<file path="src/rtl/irq_entry_pkg.sv">
package irq_entry_pkg;

  typedef enum logic [2:0] {
    ST_IDLE,
    ST_SS,
    ST_SP,
    ST_FL,
    ST_CS,
    ST_IP,
    ST_EC,
    ST_VEC
  } step_e;

  // First step after acceptance: stack words only on a privilege change.
  function automatic step_e first_step(input logic pl_chg);
    return pl_chg ? ST_SS : ST_FL;
  endfunction

  // Fixed push order with optional error-code step.
  function automatic step_e next_step(input step_e s, input logic has_err);
    case (s)
      ST_SS:   return ST_SP;
      ST_SP:   return ST_FL;
      ST_FL:   return ST_CS;
      ST_CS:   return ST_IP;
      ST_IP:   return has_err ? ST_EC : ST_VEC;
      ST_EC:   return ST_VEC;
      default: return ST_IDLE;
    endcase
  endfunction

endpackage

</file>
<file path="src/rtl/irq_arbiter.sv">
module irq_arbiter #(
  parameter int VW = 8,
  parameter int DW = 32
) (
  input  logic          sample,
  input  logic          if_flag,
  input  logic          mi_req,
  input  logic [VW-1:0] mi_vec,
  input  logic          nmi_req,
  input  logic [VW-1:0] nmi_vec,
  input  logic          exc_req,
  input  logic [VW-1:0] exc_vec,
  input  logic          exc_has_err,
  input  logic [DW-1:0] exc_err,
  output logic          take,
  output logic [VW-1:0] sel_vec,
  output logic          sel_has_err,
  output logic [DW-1:0] sel_err
);

  logic mi_ok;
  assign mi_ok = mi_req && if_flag;

  always_comb begin
    take        = 1'b0;
    sel_vec     = '0;
    sel_has_err = 1'b0;
    sel_err     = '0;
    if (sample) begin
      if (exc_req) begin
        take        = 1'b1;
        sel_vec     = exc_vec;
        sel_has_err = exc_has_err;
        sel_err     = exc_err;
      end else if (nmi_req) begin
        take    = 1'b1;
        sel_vec = nmi_vec;
      end else if (mi_ok) begin
        take    = 1'b1;
        sel_vec = mi_vec;
      end
    end
  end

endmodule

</file>
<file path="src/rtl/irq_word_mux.sv">
module irq_word_mux
  import irq_entry_pkg::*;
#(
  parameter int AW   = 32,
  parameter int DW   = 32,
  parameter int VW   = 8,
  parameter int SEGW = 16
) (
  input  step_e           step,
  input  logic [AW-1:0]   sp,
  input  logic [AW-1:0]   tbl_base,
  input  logic [VW-1:0]   vec,
  input  logic [SEGW-1:0] ss_w,
  input  logic [AW-1:0]   sp_w,
  input  logic [DW-1:0]   flags_w,
  input  logic [SEGW-1:0] cs_w,
  input  logic [AW-1:0]   ip_w,
  input  logic [DW-1:0]   err_w,
  output logic            req,
  output logic            we,
  output logic [AW-1:0]   addr,
  output logic [DW-1:0]   wdata
);

  localparam int WORD_BYTES = DW / 8;
  localparam int ZW         = DW - SEGW;

  function automatic logic [AW-1:0] push_addr(input logic [AW-1:0] p);
    return p - AW'(WORD_BYTES);
  endfunction

  function automatic logic [AW-1:0] entry_addr(input logic [AW-1:0] b, input logic [VW-1:0] v);
    return b + AW'(v) * AW'(WORD_BYTES);
  endfunction

  always_comb begin
    req   = (step != ST_IDLE);
    we    = (step != ST_IDLE) && (step != ST_VEC);
    addr  = push_addr(sp);
    wdata = '0;
    case (step)
      ST_SS:  wdata = {{ZW{1'b0}}, ss_w};
      ST_SP:  wdata = DW'(sp_w);
      ST_FL:  wdata = flags_w;
      ST_CS:  wdata = {{ZW{1'b0}}, cs_w};
      ST_IP:  wdata = DW'(ip_w);
      ST_EC:  wdata = err_w;
      ST_VEC: addr  = entry_addr(tbl_base, vec);
      default: addr = '0;
    endcase
  end

endmodule

</file>
<file path="src/rtl/irq_entry_seq.sv">
module irq_entry_seq
  import irq_entry_pkg::*;
#(
  parameter int AW     = 32,
  parameter int DW     = 32,
  parameter int VW     = 8,
  parameter int SEGW   = 16,
  parameter int PLW    = 2,
  parameter int IF_BIT = 9,
  parameter int TF_BIT = 8
) (
  input  logic            clk,
  input  logic            rst_n,
  input  logic            at_boundary,
  input  logic            mi_req,
  input  logic [VW-1:0]   mi_vec,
  input  logic            nmi_req,
  input  logic [VW-1:0]   nmi_vec,
  input  logic            exc_req,
  input  logic [VW-1:0]   exc_vec,
  input  logic            exc_has_err,
  input  logic [DW-1:0]   exc_err,
  input  logic [DW-1:0]   cur_flags,
  input  logic [SEGW-1:0] cur_cs,
  input  logic [AW-1:0]   cur_ip,
  input  logic [SEGW-1:0] cur_ss,
  input  logic [AW-1:0]   cur_sp,
  input  logic [PLW-1:0]  cur_cpl,
  input  logic [PLW-1:0]  handler_pl,
  input  logic [AW-1:0]   vt_base,
  output logic            mem_req,
  output logic            mem_we,
  output logic [AW-1:0]   mem_addr,
  output logic [DW-1:0]   mem_wdata,
  input  logic [DW-1:0]   mem_rdata,
  input  logic            mem_ready,
  output logic            busy,
  output logic            done,
  output logic [DW-1:0]   new_flags,
  output logic [SEGW-1:0] new_cs,
  output logic [AW-1:0]   new_ip,
  output logic [AW-1:0]   new_sp
);

  localparam int WORD_BYTES = DW / 8;
  localparam int OFFW       = DW - SEGW;

  function automatic logic [DW-1:0] strip_flags(input logic [DW-1:0] f);
    logic [DW-1:0] r;
    r         = f;
    r[IF_BIT] = 1'b0;
    r[TF_BIT] = 1'b0;
    return r;
  endfunction

  step_e           step_q;
  logic [AW-1:0]   sp_q;
  logic [VW-1:0]   vec_q;
  logic            err_en_q;
  logic [DW-1:0]   err_q;
  logic [DW-1:0]   flags_q;
  logic [SEGW-1:0] cs_q;
  logic [AW-1:0]   ip_q;
  logic [SEGW-1:0] ss_q;
  logic [AW-1:0]   sp0_q;
  logic [AW-1:0]   base_q;
  logic [DW-1:0]   flags_out_q;
  logic [SEGW-1:0] cs_out_q;
  logic [AW-1:0]   ip_out_q;
  logic            done_q;

  // Named internal events for assertions.
  logic            idle;
  logic            sample;
  logic            take;
  logic            fire;
  logic            push_fire;
  logic            vec_fire;
  logic            pl_chg;
  logic [VW-1:0]   sel_vec;
  logic            sel_has_err;
  logic [DW-1:0]   sel_err;

  assign idle      = (step_q == ST_IDLE);
  assign sample    = idle && at_boundary;
  assign pl_chg    = (handler_pl != cur_cpl);
  assign fire      = mem_req && mem_ready;
  assign push_fire = fire && mem_we;
  assign vec_fire  = fire && !mem_we;

  irq_arbiter #(.VW(VW), .DW(DW)) arb_i (
    .sample      (sample),
    .if_flag     (cur_flags[IF_BIT]),
    .mi_req      (mi_req),
    .mi_vec      (mi_vec),
    .nmi_req     (nmi_req),
    .nmi_vec     (nmi_vec),
    .exc_req     (exc_req),
    .exc_vec     (exc_vec),
    .exc_has_err (exc_has_err),
    .exc_err     (exc_err),
    .take        (take),
    .sel_vec     (sel_vec),
    .sel_has_err (sel_has_err),
    .sel_err     (sel_err)
  );

  irq_word_mux #(.AW(AW), .DW(DW), .VW(VW), .SEGW(SEGW)) mux_i (
    .step     (step_q),
    .sp       (sp_q),
    .tbl_base (base_q),
    .vec      (vec_q),
    .ss_w     (ss_q),
    .sp_w     (sp0_q),
    .flags_w  (flags_q),
    .cs_w     (cs_q),
    .ip_w     (ip_q),
    .err_w    (err_q),
    .req      (mem_req),
    .we       (mem_we),
    .addr     (mem_addr),
    .wdata    (mem_wdata)
  );

  always_ff @(posedge clk) begin
    if (!rst_n) begin
      step_q      <= ST_IDLE;
      sp_q        <= '0;
      vec_q       <= '0;
      err_en_q    <= 1'b0;
      err_q       <= '0;
      flags_q     <= '0;
      cs_q        <= '0;
      ip_q        <= '0;
      ss_q        <= '0;
      sp0_q       <= '0;
      base_q      <= '0;
      flags_out_q <= '0;
      cs_out_q    <= '0;
      ip_out_q    <= '0;
      done_q      <= 1'b0;
    end else begin
      done_q <= 1'b0;
      if (idle) begin
        if (take) begin
          step_q   <= first_step(pl_chg);
          sp_q     <= cur_sp;
          sp0_q    <= cur_sp;
          vec_q    <= sel_vec;
          err_en_q <= sel_has_err;
          err_q    <= sel_err;
          flags_q  <= cur_flags;
          cs_q     <= cur_cs;
          ip_q     <= cur_ip;
          ss_q     <= cur_ss;
          base_q   <= vt_base;
        end
      end else if (push_fire) begin
        sp_q   <= sp_q - AW'(WORD_BYTES);
        step_q <= next_step(step_q, err_en_q);
        if (step_q == ST_FL) flags_out_q <= strip_flags(flags_q);
      end else if (vec_fire) begin
        cs_out_q <= mem_rdata[DW-1 -: SEGW];
        ip_out_q <= AW'(mem_rdata[OFFW-1:0]);
        step_q   <= ST_IDLE;
        done_q   <= 1'b1;
      end
    end
  end

  assign busy      = !idle;
  assign done      = done_q;
  assign new_flags = flags_out_q;
  assign new_cs    = cs_out_q;
  assign new_ip    = ip_out_q;
  assign new_sp    = sp_q;

  // maskable request with interrupt enable clear starts nothing.
  p_mask_block_r1: assert property (@(posedge clk) disable iff (!rst_n)
    (idle && at_boundary && mi_req && !cur_flags[IF_BIT] && !nmi_req && !exc_req) |=> !busy);

  // non-maskable request at a boundary is always taken.
  p_nmi_taken_r2: assert property (@(posedge clk) disable iff (!rst_n)
    (idle && at_boundary && nmi_req) |=> busy);

  // nothing starts without a boundary.
  p_no_boundary_r3: assert property (@(posedge clk) disable iff (!rst_n)
    (!busy && !at_boundary) |=> !busy);

  // each completed push lowers the stack pointer by one word.
  p_sp_step_r5: assert property (@(posedge clk) disable iff (!rst_n)
    push_fire |=> (new_sp == $past(new_sp) - AW'(WORD_BYTES)));

  // interrupt-enable and trap flags are clear at completion.
  p_flags_clr_r7: assert property (@(posedge clk) disable iff (!rst_n)
    done |-> (!new_flags[IF_BIT] && !new_flags[TF_BIT]));

  // a stalled request holds its address, data and direction.
  p_hold_r9: assert property (@(posedge clk) disable iff (!rst_n)
    (mem_req && !mem_ready) |=> (mem_req && $stable(mem_addr) && $stable(mem_wdata) && $stable(mem_we)));

  // done is a single-cycle pulse seen while idle.
  p_done_pulse_r10: assert property (@(posedge clk) disable iff (!rst_n)
    done |=> !done);
  p_done_idle_r10: assert property (@(posedge clk) disable iff (!rst_n)
    done |-> !busy);

endmodule

</file>
<file path="config.mk">
export PLATFORM = sky130hd
export DESIGN_NAME = irq_entry_seq
export DESIGN_NICKNAME = d
export VERILOG_FILES = /design/src/rtl/irq_entry_pkg.sv /design/src/rtl/irq_arbiter.sv /design/src/rtl/irq_word_mux.sv /design/src/rtl/irq_entry_seq.sv
export SDC_FILE = /design/constraint.sdc
export NUM_CORES = 1
export LEC_CHECK = 0
export ABC_AREA = 1
export BUFFER_PORTS_ARGS = -buffer_cell sky130_fd_sc_hd__buf_2
export CAP_MARGIN = 25
export CORE_AREA = 2 2 154 217
export CTS_CLUSTER_SIZE = 16
export DETAILED_ROUTE_END_ITERATION = 10
export DIE_AREA = 0 0 156 219
export HOLD_SLACK_MARGIN = 0.12
export PLACE_DENSITY_LB_ADDON = 0.15
export SYNTH_ARGS = -nofsm -noshare
export SYNTH_HDL_FRONTEND = slang
export SYNTH_SLANG_ARGS = --single-unit
</file>
<file path="constraint.sdc">
create_clock -name clk -period 5.6 [get_ports clk]
set_input_delay 1.12 -clock clk [delete_from_list [all_inputs] [get_ports clk]]
set_output_delay 1.12 -clock clk [all_outputs]
set_load 0.02 [all_outputs]
</file>
=== Word level (Yosys, flattened, before mapping) ===
Index checks and enable logic that the tools add are counted.

* Eq/ne operators: 10
* Reductions and logical operators: 19
* Add/subtract/negate cells: 2
* Bitwise logic cells: 3
* Muxes and demuxes: 25

{| class="wikitable"
|+ Operator list
! operator !! number
|-
| one-hot mux 32 bit (6 select lines) || 1
|-
| 2-to-1 mux 32 bit || 5
|-
| one-hot mux 32 bit (2 select lines) || 1
|-
| adder 32 x 10 -> 32 bit || 1
|-
| 2-to-1 mux 8 bit || 4
|-
| subtractor 32 x 3 -> 32 bit, second input constant || 1
|-
| one-hot mux 3 bit (6 select lines) || 1
|-
| == test 3 bit, second input constant || 4
|-
| 2-to-1 mux 3 bit || 4
|-
| 2-to-1 mux 1 bit || 8
|-
| == test 3 x 2 -> 1 bit, second input constant || 2
|-
| logical AND 1 bit || 6
|-
| AND reduction 2 bit || 3
|-
| AND reduction 3 bit || 2
|-
| nonzero test 3 bit || 2
|-
| OR reduction 6 bit || 1
|-
| == test 3 x 1 -> 1 bit, second input constant || 1
|-
| logical NOT 3 bit || 1
|-
| inequality test 3 bit, second input constant || 1
|-
| inverter 1 bit || 3
|-
| OR reduction 3 bit || 1
|-
| logical NOT 1 bit || 2
|-
| 2-to-1 mux 2 bit || 1
|-
| inequality test 2 x 1 -> 1 bit, second input constant || 1
|-
| 2 further kinds || 2
|}

* Register bits after elaboration: 299
* Output and inout bits: 180
* Bits of input ports: 260

=== Depth between registers and ports, before layout ===
* Word-level depth: 7
* Depth in mapped cells: 12

=== By module ===
From an unflattened synthesis, not the netlist that was laid out.

* Cell total of the unflattened synthesis: 2446
* Area total of the unflattened synthesis: 16025.4 um2

{| class="wikitable"
|+ By module, submodules not included
! module !! instances !! cells each !! area an instance (um2) !! sequential area each (um2)
|-
| irq_entry_seq || 1 || 1574 || 11593.6 || 5985.7
|-
| irq_word_mux || 1 || 746 || 3801.1 || 0.0
|-
| irq_arbiter || 1 || 126 || 630.6 || 0.0
|}

=== Least setup slack after synthesis ===
OpenSTA, ideal clock, no wires.

* Path type: reg2out
* Start point: register base_q[2]
* End point: output mem_addr[10]
* Buffers on the path: 0
* Path slack: 2.559 ns
* Cell stages (with the launch flop): 9
* Arrival time: 1.921 ns
* Path through: dfxtp_1 -> ha_1 -> fa_1 -> nand2_1 -> o21ai_2 -> nand2_1 -> nand2_1 -> xnor2_1 -> o21ai_0

* Cells in the longest elaborated chain, start to end: 2

{| class="wikitable"
|+ RTL lines
! item !! RTL line !! text
|-
| start: declaration || irq_entry_seq.sv:66 || <nowiki>logic [AW-1:0] base_q;</nowiki>
|-
| start signal: assignment || irq_entry_seq.sv:156 || <nowiki>base_q <= vt_base;</nowiki>
|-
| adder 32 x 10 -> 32 bit || irq_word_mux.sv:33 || <nowiki>return b + AW'(v) * AW'(WORD_BYTES);</nowiki>
|-
| one-hot mux 32 bit (2 select lines) || irq_word_mux.sv:41 || <nowiki>case (step)</nowiki>
|-
| end: declaration || irq_entry_seq.sv:33 || <nowiki>output logic [AW-1:0] mem_addr,</nowiki>
|}

No other way between the ends.

=== Worst setup path after layout ===
* Start point: register step_q[0]
* End point: output mem_addr[7]

* Cells in the longest elaborated chain, start to end: 3
* Elaborated cells between the ends (all ways): 9
* Those cells by class: eq/ne (7); mux (1); reduce/logical (1)

{| class="wikitable"
|+ RTL lines
! item !! RTL line !! text
|-
| start: declaration || irq_entry_seq.sv:56 || <nowiki>step_e step_q;</nowiki>
|-
| start signal: assignment || irq_entry_seq.sv:146 || <nowiki>step_q <= first_step(pl_chg);</nowiki>
|-
| start signal: assignment || irq_entry_seq.sv:160 || <nowiki>step_q <= next_step(step_q, err_en_q);</nowiki>
|-
| == test 3 x 2 -> 1 bit (tied with other cells) || irq_word_mux.sv:41 ||
|-
| OR reduction 6 bit (no line) || n/a ||
|-
| one-hot mux 32 bit (2 select lines) * || irq_word_mux.sv:41 ||
|}

Mark *: on every way between the ends. The rest lies on a longest branch, timed or not.

==> reports/metrics.cfg <==
[place]
portBuffers = 421
dp_slack_ns = 1.88
place_hpwl_mm = 37.7
gp_congestion = 0.935

[setup_path]
rrSetupSlack_ns = 2.46
r2r_cells = 11
critPathArrivalTime_ns = 3.18
critical_path_class = reg -> out
start_kind = flip-flop
path_max_fanout = 27
worstSetupStartpoint = step_q[0]
crit_end = mem_addr[7]
worstReg2RegEnd = new_sp[11]
reg2reg_from = step_q[2]
required_ns = 4.48
end_kind = output pin

[drt]
drcViolationCount = 0
wirelength_mm = 50.8
vias_per_cell = 5.29
final_antenna_net_count = 0
vias = 15138
drtIter0Drc = 922
drt_first_pass_iters = 5
wire_per_inst_um = 17.7

[sta]
tns_ns = 0
period_needed_ns = 4.30
finClkSkew_ns = 0.0134
setup_slack_ns = 1.30
finalHoldViolCount = 0
finalSetupViolations = 0
fmax_mhz = 232
rsz0062_at_grt = false
fin_crit_sh_pct = 76.8
maxSlewViolCount = 0
tightestPinTransition_ns = 0.958
hold_ws_ns = 0.454
slew_headroom_pct = 36.1

[synthesis]
synth_cells = 2097
async_flop_share_pct = 0
synth_edf_count = 0
ys_warn_count = 0
yosysTopAreaCell = dfxtp_1
netlist_area_um2 = 14300
synth-main-ff-cell = dfxtp_1
synth.area.top_cells = dfxtp_1 42%, nand2_1 14%, nor2_1 8.1%
yosysSeqAreaShare_pct = 41.7
ys_ff_latch = 299
avgSynthCellArea_um2 = 6.84
synth_cell_types = 46
synth_top_area_share_pct = 41.7

[clock_network]
cts_sinks = 299
post_cts_resized = 0
clkTransAtPathRegs_ns = 0.06
cts_setup_buffers = 0
htreeDepth = 1
cts_tree = built
clock-root-buffer = clkbuf_16
clock_path_buffers = 3
clock_latency_ns = 0.57
cts_hold_buf = 0
numCtsBuffers = 30

[power]
leakage_nw = 8.06
p_switching_w = 0.00293
total_power_w = 0.00740
p_comb_share_pct = 34.3
clockPowerShare_pct = 28.7
intPower_w = 0.00447
power_density_nw_per_um2 = 423
sequentialPowerShare_pct = 37.0
netSwitchingFraction_pct = 39.6
irDropWorstVdd_mv = 0.258

[final_layout]
fill_cells = 3236
final_cell_mix = 517 x nand2_1, 420 x buf_2, 310 x nor2_1, 299 x dfxtp_1, 193 x o21ai_0
fin_nets = 2713
drive_gt1_share_pct = 21.9
finish.utilization_pct = 54.5
final_common_cell = nand2_1
syn_to_final_growth_pct = 22.1

[floorplan]
rows = 78
start_util_pct = 44.7
dieArea_um2 = 34200
die-width_um = 156
ioPinCount = 440
die_y_um = 219
core_um2 = 32100

[global_route]
antenna_found_initial = 3
grt_max_degree = 105
grt_pass1_vias = 14139
grt_pass1_wl_mm = 77.0
grt_overflow_total = 0
grt_use_total_pct = 28.6

[min_path]
hold_path_class = reg -> reg

[flow_run]
drv_cap = 0

[outcome]
status = complete, no violations

-- per-stage QoR --
stage / std cells / cell area, um^2
global placement: 2803 / 16400
floorplan: 2114 / 14400
CTS: 2859 / 17400
detailed placement: 2804 / 16400
global route: 2864 / 17500
finish: 2864 / 17500
-- registers in the layout, summed over array words and instances (netlist names), 30 cells and up --
name,count
base_q,32
err_q,32
flags_q,32
ip_q,32
new_flags,30
new_sp,32
sp0_q,32
-- power by group through the flow --
stage	Combinational, W	Sequential (W)	Clock [W]
global placement	0.00250	0.00277	0
detailed placement	0.00252	0.00278	0
finish	0.00254	0.00274	0.00213
global route	0.00281	0.00278	0.00224
floorplan	0.00174	0.00276	0
CTS	0.00253	0.00273	0.00216
-- layer usage --
metal  wire length [um]  up-vias  GRT usage (%)
li1                   -     7506              -
met2              24700      602           49.2
met1              20500     6933           36.0
met3               3770       95           4.44
met5                 12        -              0
met4               1820        2           10.6
-- synth_stat cells, types with 3 or more instances --
| master | count |
|---|---|
| nand2_2 | 4 |
| xnor2_1 | 5 |
| o22ai_2 | 11 |
| clkbuf_1 | 59 |
| a21oi_1 | 185 |
| a31oi_1 | 3 |
| o21ai_1 | 9 |
| a21oi_2 | 10 |
| nor2_1 | 311 |
| nand4_1 | 33 |
| inv_2 | 16 |
| o21ai_0 | 193 |
| xor2_1 | 14 |
| inv_1 | 119 |
| nand3b_1 | 3 |
| o22ai_1 | 11 |
| ha_1 | 13 |
| nand2_1 | 517 |
| buf_2 | 43 |
| nor3_1 | 10 |
| buf_6 | 5 |
| buf_4 | 34 |
| a221oi_1 | 17 |
| dfxtp_1 | 299 |
| nand3_1 | 144 |
| nor2_2 | 5 |
-- worst min-delay path by stage --
| stage | from | to | cells past startpoint |
|---|---|---|---|
| global route | new_cs[2] | new_cs[2] | 2 |
| CTS | new_flags[7] | new_flags[7] | 2 |
| finish | new_flags[0] | new_flags[0] | 2 |
| detailed placement | new_cs[2] | new_cs[2] | 2 |
| global placement | new_ip[3] | new_ip[3] | 2 |
| floorplan | sp0_q[2] | sp0_q[2] | 2 |
-- critical path, stage by stage (launching register included) --
cell and delay, ns:
dfxtp_1 0.36, inv_1 0.08, ha_1 0.24, nand2_1 0.10
clkinv_1 0.44, nor2_1 0.31, nand2_2 0.43, inv_1 0.32
o21ai_0 0.15, buf_2 0.18
-- layout make-up --
type	instances	area, um^2	area share, %
Multi-Input combinational cell	1533	7150	40.8
Sequential cell	299	5990	34.2
Timing Repair Buffer	437	2310	13.2
Inverter	138	529	3.02
Antenna cell	2	5.00	0.0286
Tap cell	400	500	2.86
Clock inverter	11	166	0.950
Clock buffer	44	865	4.94
-- cells by family after synthesis --
| kind of cell | share of synthesized area (%) |
|---|---|
| flops | 41.7 |
| buf+inv | 8.95 |
| compound gates | 17.3 |
| fa+ha+maj | 1.27 |
| xor+xnor | 1.16 |
| simple gates | 29.5 |
| other cells | 0.0261 |
Power figures use the tool's default switching activity.
